==> config.mk <==
export PLATFORM = sky130hd
export DESIGN_NAME = dual_cpu_bus_owner
export DESIGN_NICKNAME = d
export VERILOG_FILES = /design/src/rtl/dcpu_pkg.sv /design/src/rtl/dcpu_port_snoop.sv /design/src/rtl/dcpu_handover.sv /design/src/rtl/dcpu_grant_drive.sv /design/src/rtl/dual_cpu_bus_owner.sv
export SDC_FILE = /design/constraint.sdc
export NUM_CORES = 1
export LEC_CHECK = 0
export BUFFER_PORTS_ARGS = -buffer_cell sky130_fd_sc_hd__clkbuf_2
export CELL_PAD_IN_SITES_DETAIL_PLACEMENT = 0
export CELL_PAD_IN_SITES_GLOBAL_PLACEMENT = 2
export CORE_MARGIN = 4
export CORE_UTILIZATION = 15
export CTS_CLUSTER_DIAMETER = 100
export DETAILED_ROUTE_END_ITERATION = 12
export PLACE_DENSITY = 0.85
export SLEW_MARGIN = 10
export SYNTH_ARGS = -nofsm -noshare
export SYNTH_HDL_FRONTEND = slang
export SYNTH_HIERARCHICAL = 1
export SYNTH_SLANG_ARGS = --single-unit
==> constraint.sdc <==
create_clock -name clk_i -period 2.5 [get_ports clk_i]
set_clock_uncertainty 0.2 [all_clocks]
set_input_delay 0.625 -clock clk_i [delete_from_list [all_inputs] [get_ports clk_i]]
set_output_delay 0.625 -clock clk_i [all_outputs]
set_load 0.05 [all_outputs]
==> src/rtl/dcpu_pkg.sv <==
package dcpu_pkg;
  typedef enum logic {
    OWN_NARROW = 1'b0,
    OWN_WIDE   = 1'b1
  } owner_e;
endpackage

==> src/rtl/dcpu_port_snoop.sv <==
// Watches one processor's writes for the control port. Reports a request
// once the strobe that hit has dropped, i.e. the bus cycle has completed.
module dcpu_port_snoop #(
  parameter int unsigned            ADDR_W     = 8,
  parameter int unsigned            PORT_W     = 8,
  parameter bit                     MEM_MAPPED = 1'b0,
  parameter logic [PORT_W-1:0]      PORT       = '1
) (
  input  logic              clk_i,
  input  logic              rst_ni,
  input  logic              owner_i,
  input  logic [ADDR_W-1:0] addr_i,
  input  logic              wr_i,
  input  logic              d0_i,
  output logic              req_o,
  output logic              val_o
);
  logic hit;
  logic hit_q;
  logic val_q;

  generate
    if (MEM_MAPPED) begin : g_mmio
      localparam int unsigned PAGE_W = ADDR_W - PORT_W;
      // I/O window: all upper bits set, low bits carry the port
      assign hit = (addr_i[ADDR_W-1:PORT_W] == {PAGE_W{1'b1}}) &&
                   (addr_i[PORT_W-1:0] == PORT);
    end else begin : g_iosp
      assign hit = (addr_i == ADDR_W'(PORT));
    end
  endgenerate

  always_ff @(posedge clk_i or negedge rst_ni) begin
    if (!rst_ni) begin
      hit_q <= 1'b0;
      val_q <= 1'b0;
    end else if (wr_i) begin
      if (owner_i && hit) begin
        hit_q <= 1'b1;
        val_q <= d0_i;
      end
    end else begin
      hit_q <= 1'b0;
    end
  end

  assign req_o = hit_q & ~wr_i;
  assign val_o = val_q;
endmodule

==> src/rtl/dcpu_handover.sv <==
module dcpu_handover
  import dcpu_pkg::*;
(
  input  logic   clk_i,
  input  logic   rst_ni,
  input  logic   n_req_i,
  input  logic   n_val_i,
  input  logic   w_req_i,
  input  logic   w_val_i,
  output owner_e owner_o,
  output logic   ran_o
);
  owner_e owner_q, owner_d;
  logic   ran_q;

  always_comb begin
    owner_d = owner_q;
    unique case (owner_q)
      OWN_NARROW: if (n_req_i &&  n_val_i) owner_d = OWN_WIDE;
      OWN_WIDE:   if (w_req_i && !w_val_i) owner_d = OWN_NARROW;
      default:    owner_d = OWN_NARROW;
    endcase
  end

  always_ff @(posedge clk_i or negedge rst_ni) begin
    if (!rst_ni) begin
      owner_q <= OWN_NARROW;
      ran_q   <= 1'b0;
    end else begin
      owner_q <= owner_d;
      ran_q   <= ran_q | (owner_d == OWN_WIDE);
    end
  end

  assign owner_o = owner_q;
  assign ran_o   = ran_q;
endmodule

==> src/rtl/dcpu_grant_drive.sv <==
module dcpu_grant_drive
  import dcpu_pkg::*;
(
  input  owner_e owner_i,
  input  logic   ran_i,
  output logic   owner_narrow_o,
  output logic   owner_wide_o,
  output logic   bus_sel_o,
  output logic   narrow_busreq_o,
  output logic   wide_rst_o,
  output logic   wide_halt_o
);
  logic wide;

  assign wide            = (owner_i == OWN_WIDE);
  assign owner_wide_o    = wide;
  assign owner_narrow_o  = ~wide;
  assign bus_sel_o       = wide;
  assign narrow_busreq_o = wide;
  // before first run the core sits in reset; afterwards halt parks it
  assign wide_rst_o      = ~ran_i;
  assign wide_halt_o     = ran_i & ~wide;
endmodule

==> src/rtl/dual_cpu_bus_owner.sv <==
module dual_cpu_bus_owner
  import dcpu_pkg::*;
#(
  parameter int unsigned       N_ADDR_W  = 8,
  parameter int unsigned       W_ADDR_W  = 24,
  parameter logic [7:0]        CTRL_PORT = 8'hFF
) (
  input  logic                clk_i,
  input  logic                rst_ni,
  input  logic [N_ADDR_W-1:0] n_io_addr_i,
  input  logic                n_io_wr_i,
  input  logic                n_d0_i,
  input  logic [W_ADDR_W-1:0] w_addr_i,
  input  logic                w_wr_i,
  input  logic                w_d0_i,
  output logic                owner_narrow_o,
  output logic                owner_wide_o,
  output logic                bus_sel_o,
  output logic                narrow_busreq_o,
  output logic                wide_rst_o,
  output logic                wide_halt_o
);
  localparam int unsigned PORT_W = 8;

  owner_e owner;
  logic   ran;
  logic   n_req, n_val, w_req, w_val;

  dcpu_port_snoop #(
    .ADDR_W(N_ADDR_W), .PORT_W(PORT_W), .MEM_MAPPED(1'b0), .PORT(CTRL_PORT)
  ) u_snoop_n (
    .clk_i  (clk_i),
    .rst_ni (rst_ni),
    .owner_i(owner == OWN_NARROW),
    .addr_i (n_io_addr_i),
    .wr_i   (n_io_wr_i),
    .d0_i   (n_d0_i),
    .req_o  (n_req),
    .val_o  (n_val)
  );

  dcpu_port_snoop #(
    .ADDR_W(W_ADDR_W), .PORT_W(PORT_W), .MEM_MAPPED(1'b1), .PORT(CTRL_PORT)
  ) u_snoop_w (
    .clk_i  (clk_i),
    .rst_ni (rst_ni),
    .owner_i(owner == OWN_WIDE),
    .addr_i (w_addr_i),
    .wr_i   (w_wr_i),
    .d0_i   (w_d0_i),
    .req_o  (w_req),
    .val_o  (w_val)
  );

  dcpu_handover u_handover (
    .clk_i  (clk_i),
    .rst_ni (rst_ni),
    .n_req_i(n_req),
    .n_val_i(n_val),
    .w_req_i(w_req),
    .w_val_i(w_val),
    .owner_o(owner),
    .ran_o  (ran)
  );

  dcpu_grant_drive u_drive (
    .owner_i        (owner),
    .ran_i          (ran),
    .owner_narrow_o (owner_narrow_o),
    .owner_wide_o   (owner_wide_o),
    .bus_sel_o      (bus_sel_o),
    .narrow_busreq_o(narrow_busreq_o),
    .wide_rst_o     (wide_rst_o),
    .wide_halt_o    (wide_halt_o)
  );
endmodule

**Word-level counts from Yosys, hierarchy flattened**

Index checks and enable logic that the tools add are counted.
W data, S select, Z words.

- Logic and storage cells: 34
- Bits in registers: 6
- Output and inout port bits: 6
- Input port bits: 38

- Eq/ne operators: 5
- Multiplexer cells: 7
- Bitwise logic cells: 8
- Reduce and logical (&&, ||, !) cells: 8

Operator list:

| kind | count |
|---|---|
| $eq A16 B16 Y1 const B | 1 |
| $eq A8 B8 Y1 const B | 2 |
| $mux W1 | 6 |
| $logic_and A1 B1 Y1 | 5 |
| $ne A2 B1 Y1 const B | 2 |
| $not A1 Y1 | 4 |
| $reduce_and A2 Y1 | 2 |
| $and A1 B1 Y1 | 3 |
| $pmux W1 S2 | 1 |
| $logic_not A1 Y1 | 1 |
| $or A1 B1 Y1 | 1 |

**Depth between registers and ports, before layout**

- Depth in word-level cells: 6
- Depth in mapped cells: 4
- Gate-level depth less buffers: 4

**Hierarchy**

The synthesis kept the hierarchy.

By module, submodules not included:

| module | sequential area each (sq um) | area each (sq um) | cells each | times used |
|---|---|---|---|---|
| dcpu_port_snoop at u_snoop_w | 50.0 | 135.1 | 16 | 1 |
| dcpu_port_snoop at u_snoop_n | 50.0 | 102.6 | 9 | 1 |
| dcpu_handover | 50.0 | 78.8 | 6 | 1 |
| dcpu_grant_drive | 0.0 | 43.8 | 6 | 1 |
| dual_cpu_bus_owner | 0.0 | 3.8 | 1 | 1 |

**Worst setup path before layout**

OpenSTA, ideal clock, no wires.

- Kind: input-to-reg
- Start point: input w_addr_i[18]
- End point: register u_snoop_w.val_q (netlist: u_snoop_w/val_o)
- Library setup time: 125 ps
- Buffers on the path: 0
- Path slack: 828 ps
- Data arrival time: 1347 ps
- Cell stages on the path: 4
- Data required time: 2175 ps
- Cell sequence: nand4_1 nor4_1 nand2_1 mux2_4

- Cells in the longest elaborated chain, start to end: 4

RTL lines:

| item | line | text |
|---|---|---|
| start, declared | dual_cpu_bus_owner.sv:13 | `input logic [W_ADDR_W-1:0] w_addr_i,` |
| $eq A16 B16 Y1 | dcpu_port_snoop.sv:26 | `assign hit = (addr_i[ADDR_W-1:PORT_W] == {PAGE_W{1'b1}}) &&` |
| $logic_and A1 B1 Y1 | dcpu_port_snoop.sv:26 |  |
| $logic_and A1 B1 Y1 | dcpu_port_snoop.sv:38 | `if (owner_i && hit) begin` |
| $reduce_and A2 Y1 (no line) | n/a |  |
| end signal, assigned | dcpu_port_snoop.sv:40 | `val_q <= d0_i;` |
| end, declared | dcpu_port_snoop.sv:20 | `logic val_q;` |

Every way passes these cells.
A chain may end at the register's enable or synchronous reset.

**Worst setup path in the final report**

- Start point: register u_handover.owner_q (netlist: u_handover/owner_o)
- End point: output wide_halt_o

- Cells in the longest elaborated chain, start to end: 2

RTL lines:

| item | line | text |
|---|---|---|
| start, declared | dcpu_handover.sv:13 | `owner_e owner_q, owner_d;` |
| start signal, assigned | dcpu_handover.sv:30 | `owner_q <= owner_d;` |
| $not A1 Y1 | n/a |  |
| $and A1 B1 Y1 | dcpu_grant_drive.sv:22 | `assign wide_halt_o = ran_i & ~wide;` |
| end, declared | dual_cpu_bus_owner.sv:21 | `output logic wide_halt_o` |

Every way passes these cells.

==> results_dict.tcl <==
set metrics [dict create \
    critical_path_class "flip-flop to primary output" \
    synth.area.top_cells "dfrtp_1 41%, nand4_1 14%, buf_4 6.2%" \
    fin_tns_setup_ps 0 \
    first_global_vias 451 \
    worst_pin_slew_ps 316.1 \
    antenna_left 0 \
    fin_area_sq_um 624.3 \
    wirelength_um 1028 \
    final_cells 110 \
    p_switching_uw 56.61 \
    initial_utilization_pct 16.15 \
    synth_top_area_cell "dfrtp_1" \
    cts_root_buffer "clkbuf_4" \
    maxSlewHeadroom_pct 78.93 \
    synth_cells 38 \
    die-height_um 57.27 \
    drtPass1Iterations 4 \
    synth_seq_cells 6 \
    worstPathRequired_ps 1670 \
    dpl-instance-area_sq_um 591.8 \
    gp_congestion 0.6550 \
    cts_setup_buffers 0 \
    setup_viol 0 \
    fin_crit_sh_pct 78.22 \
    cts.clk_slew.worst_paths_ps 40 \
    drc 0 \
    drv_slew 0 \
    critical_path_arrival_ps 1130 \
    ys_types 18 \
    yosysWarningCount 6 \
    hold_viol_final 0 \
    clockBufferDepth 2 \
    clkPwrFrac_pct 36.1 \
    post_cts_resize_count 0 \
    cts.sinks 6 \
    finish.utilization_pct 27.69 \
    cp_max_fo 9 \
    vias_per_cell 3.964 \
    htreeDepth 1 \
    synthFlopType "dfrtp_1" \
    rows 17 \
    grt_max_degree 10 \
    yosysSeqAreaShare_pct 41.24 \
    dp_cells 106 \
    hpwl_um 958.7 \
    seqPwrFrac_pct 42.4 \
    finalPower_uw 238.5 \
    dieArea_sq_um 3279 \
    synth_area_sq_um 364.1 \
    core_area_sq_um 2255 \
    port_buffers 43 \
    async_flop_share_pct 100.0 \
    antenna_cells 0 \
    status "finished, final reports clean" \
    hp-class "flip-flop to flip-flop" \
    antenna_found_initial 0 \
    final_nets 122 \
    p_comb_share_pct 21.5 \
    drt_iter0_markers 7 \
    synth_nets 76 \
    yosysTopAreaCellShare_pct 41.24 \
    grtUsageTotal_pct 6.821 \
    ir_drop_uv 168.0 \
    power.density_nw_per_um2 382.0 \
    synth-edff-count 0 \
    p_leak_nw 0.3602 \
    rsz0062_at_grt "false" \
    num_vias 436 \
    grt_pass1_wl_um 1773 \
    syn_to_final_growth_pct 71.48 \
    finalCriticalPeriod_ps 1956 \
    synth.avg_cell_area_sq_um 9.582 \
    swShare_pct 23.74 \
    maxCapViolCount 0 \
    max_freq_mhz 511.4 \
    grt.overflow.total 0 \
    die_x_um 57.27 \
    cts_tree "done" \
    end_kind "primary output" \
    numCtsBuffers 3 \
    cp-start-kind "flip-flop" \
    p_int_uw 181.9 \
    worstSkewPairLatency_ps 240 \
    wl_per_cell_um 9.345 \
    drive_gt1_share_pct 60.98 \
    top_level_ports 44 \
]
[cells in the final DEF (no fill, tap or decap), drive strengths merged]
cell / instances
clkbuf: 46
nand4: 8
dfrtp: 6
nand2: 5
inv: 3
nor2b: 2
nor3: 2
mux2: 2
dlygate4sd3: 1
and3b: 1
a21oi: 1
nor2: 1
o21bai: 1
and2b: 1
a21o: 1
nor4: 1
[Yosys cell counts, types with 3 or more instances]
| cell type | count |
|---|---|
| inv_1 | 3 |
| nand2_1 | 5 |
| nand4_1 | 8 |
| dfrtp_1 | 6 |
| buf_4 | 3 |
[layout make-up]
class / instances / area (sq um)
fill: 260 / 1630
timing repair buffer: 44 / 225.2
clock buffer: 3 / 22.52
sequential: 6 / 150.1
multi-input combinational: 26 / 180.2
inverter: 3 / 11.26
tap: 28 / 35.03
[per-stage QoR]
| stage | hold slack (ps) | setup WS, ps |
|---|---|---|
| floorplan | 129.4 | 828.1 |
| global placement | 254.5 | 696.6 |
| detailed placement | 256.8 | 695.7 |
| CTS | 269.3 | 524.3 |
| global route | 278.9 | 482.9 |
| finish | 263.0 | 544.5 |
[timing repair]
action,4_1_cts,5_1_grt
hold endpoints to repair,3,0
hold buffers,1,0
endpoints found under the setup margin,0,0
[cell families (layout without fill, tap and decap cells)]
family | after synthesis | after routing | synth area share, %
and+or+nand+nor | 21 | 21 | 35.74
muxes | 2 | 2 | 7.215
DFF | 6 | 6 | 41.24
AOI/OAI and AO/OA | 3 | 3 | 6.528
buffers and inverters | 6 | 50 | 9.278
[critical path: stages (launching register included)]
cell and delay [ps]:
dfrtp_1 480, nor2b_4 140, clkbuf_2 270
[routing by layer]
metal	routed length [um]	global-route usage (%)	part of all wire (%)
met3	115	4.525	11
met5	0	0	0
met2	562	12.40	55
met4	0	0.9934	0
met1	350	6.531	34
[path summary, 6_finish.rpt]
check	start	end	slack [ps]	cells past startpoint
max	u_handover/owner_o	wide_halt_o	540	2
min	u_snoop_w/hit_q	u_snoop_w/hit_q	260	2
max reg2reg	u_handover/owner_o	u_snoop_w/val_o	880	4
min reg2reg	u_snoop_w/hit_q	u_snoop_w/hit_q	260	2
max in group asynchronous	rst_ni	u_snoop_n/val_o	1400	2
min in group asynchronous	rst_ni	u_handover/owner_o	550	2
[power by group through the flow]
| stage | logic (mW) | registers [mW] | clock network [mW] |
|---|---|---|---|
| floorplan | 0.0182 | 0.102 | 0 |
| global placement | 0.0499 | 0.102 | 0 |
| detailed placement | 0.0508 | 0.102 | 0 |
| CTS | 0.0522 | 0.101 | 0.0902 |
| global route | 0.0570 | 0.101 | 0.0947 |
| finish | 0.0513 | 0.101 | 0.0860 |
[flip-flops by register name (all words and copies together), names as in the netlist]
signal	count
u_snoop_w/val_o	1
u_snoop_n/val_o	1
u_snoop_w/hit_q	1
u_handover/owner_o	1
u_handover/ran_o	1
u_snoop_n/hit_q	1
Power figures use the tool's default switching activity.
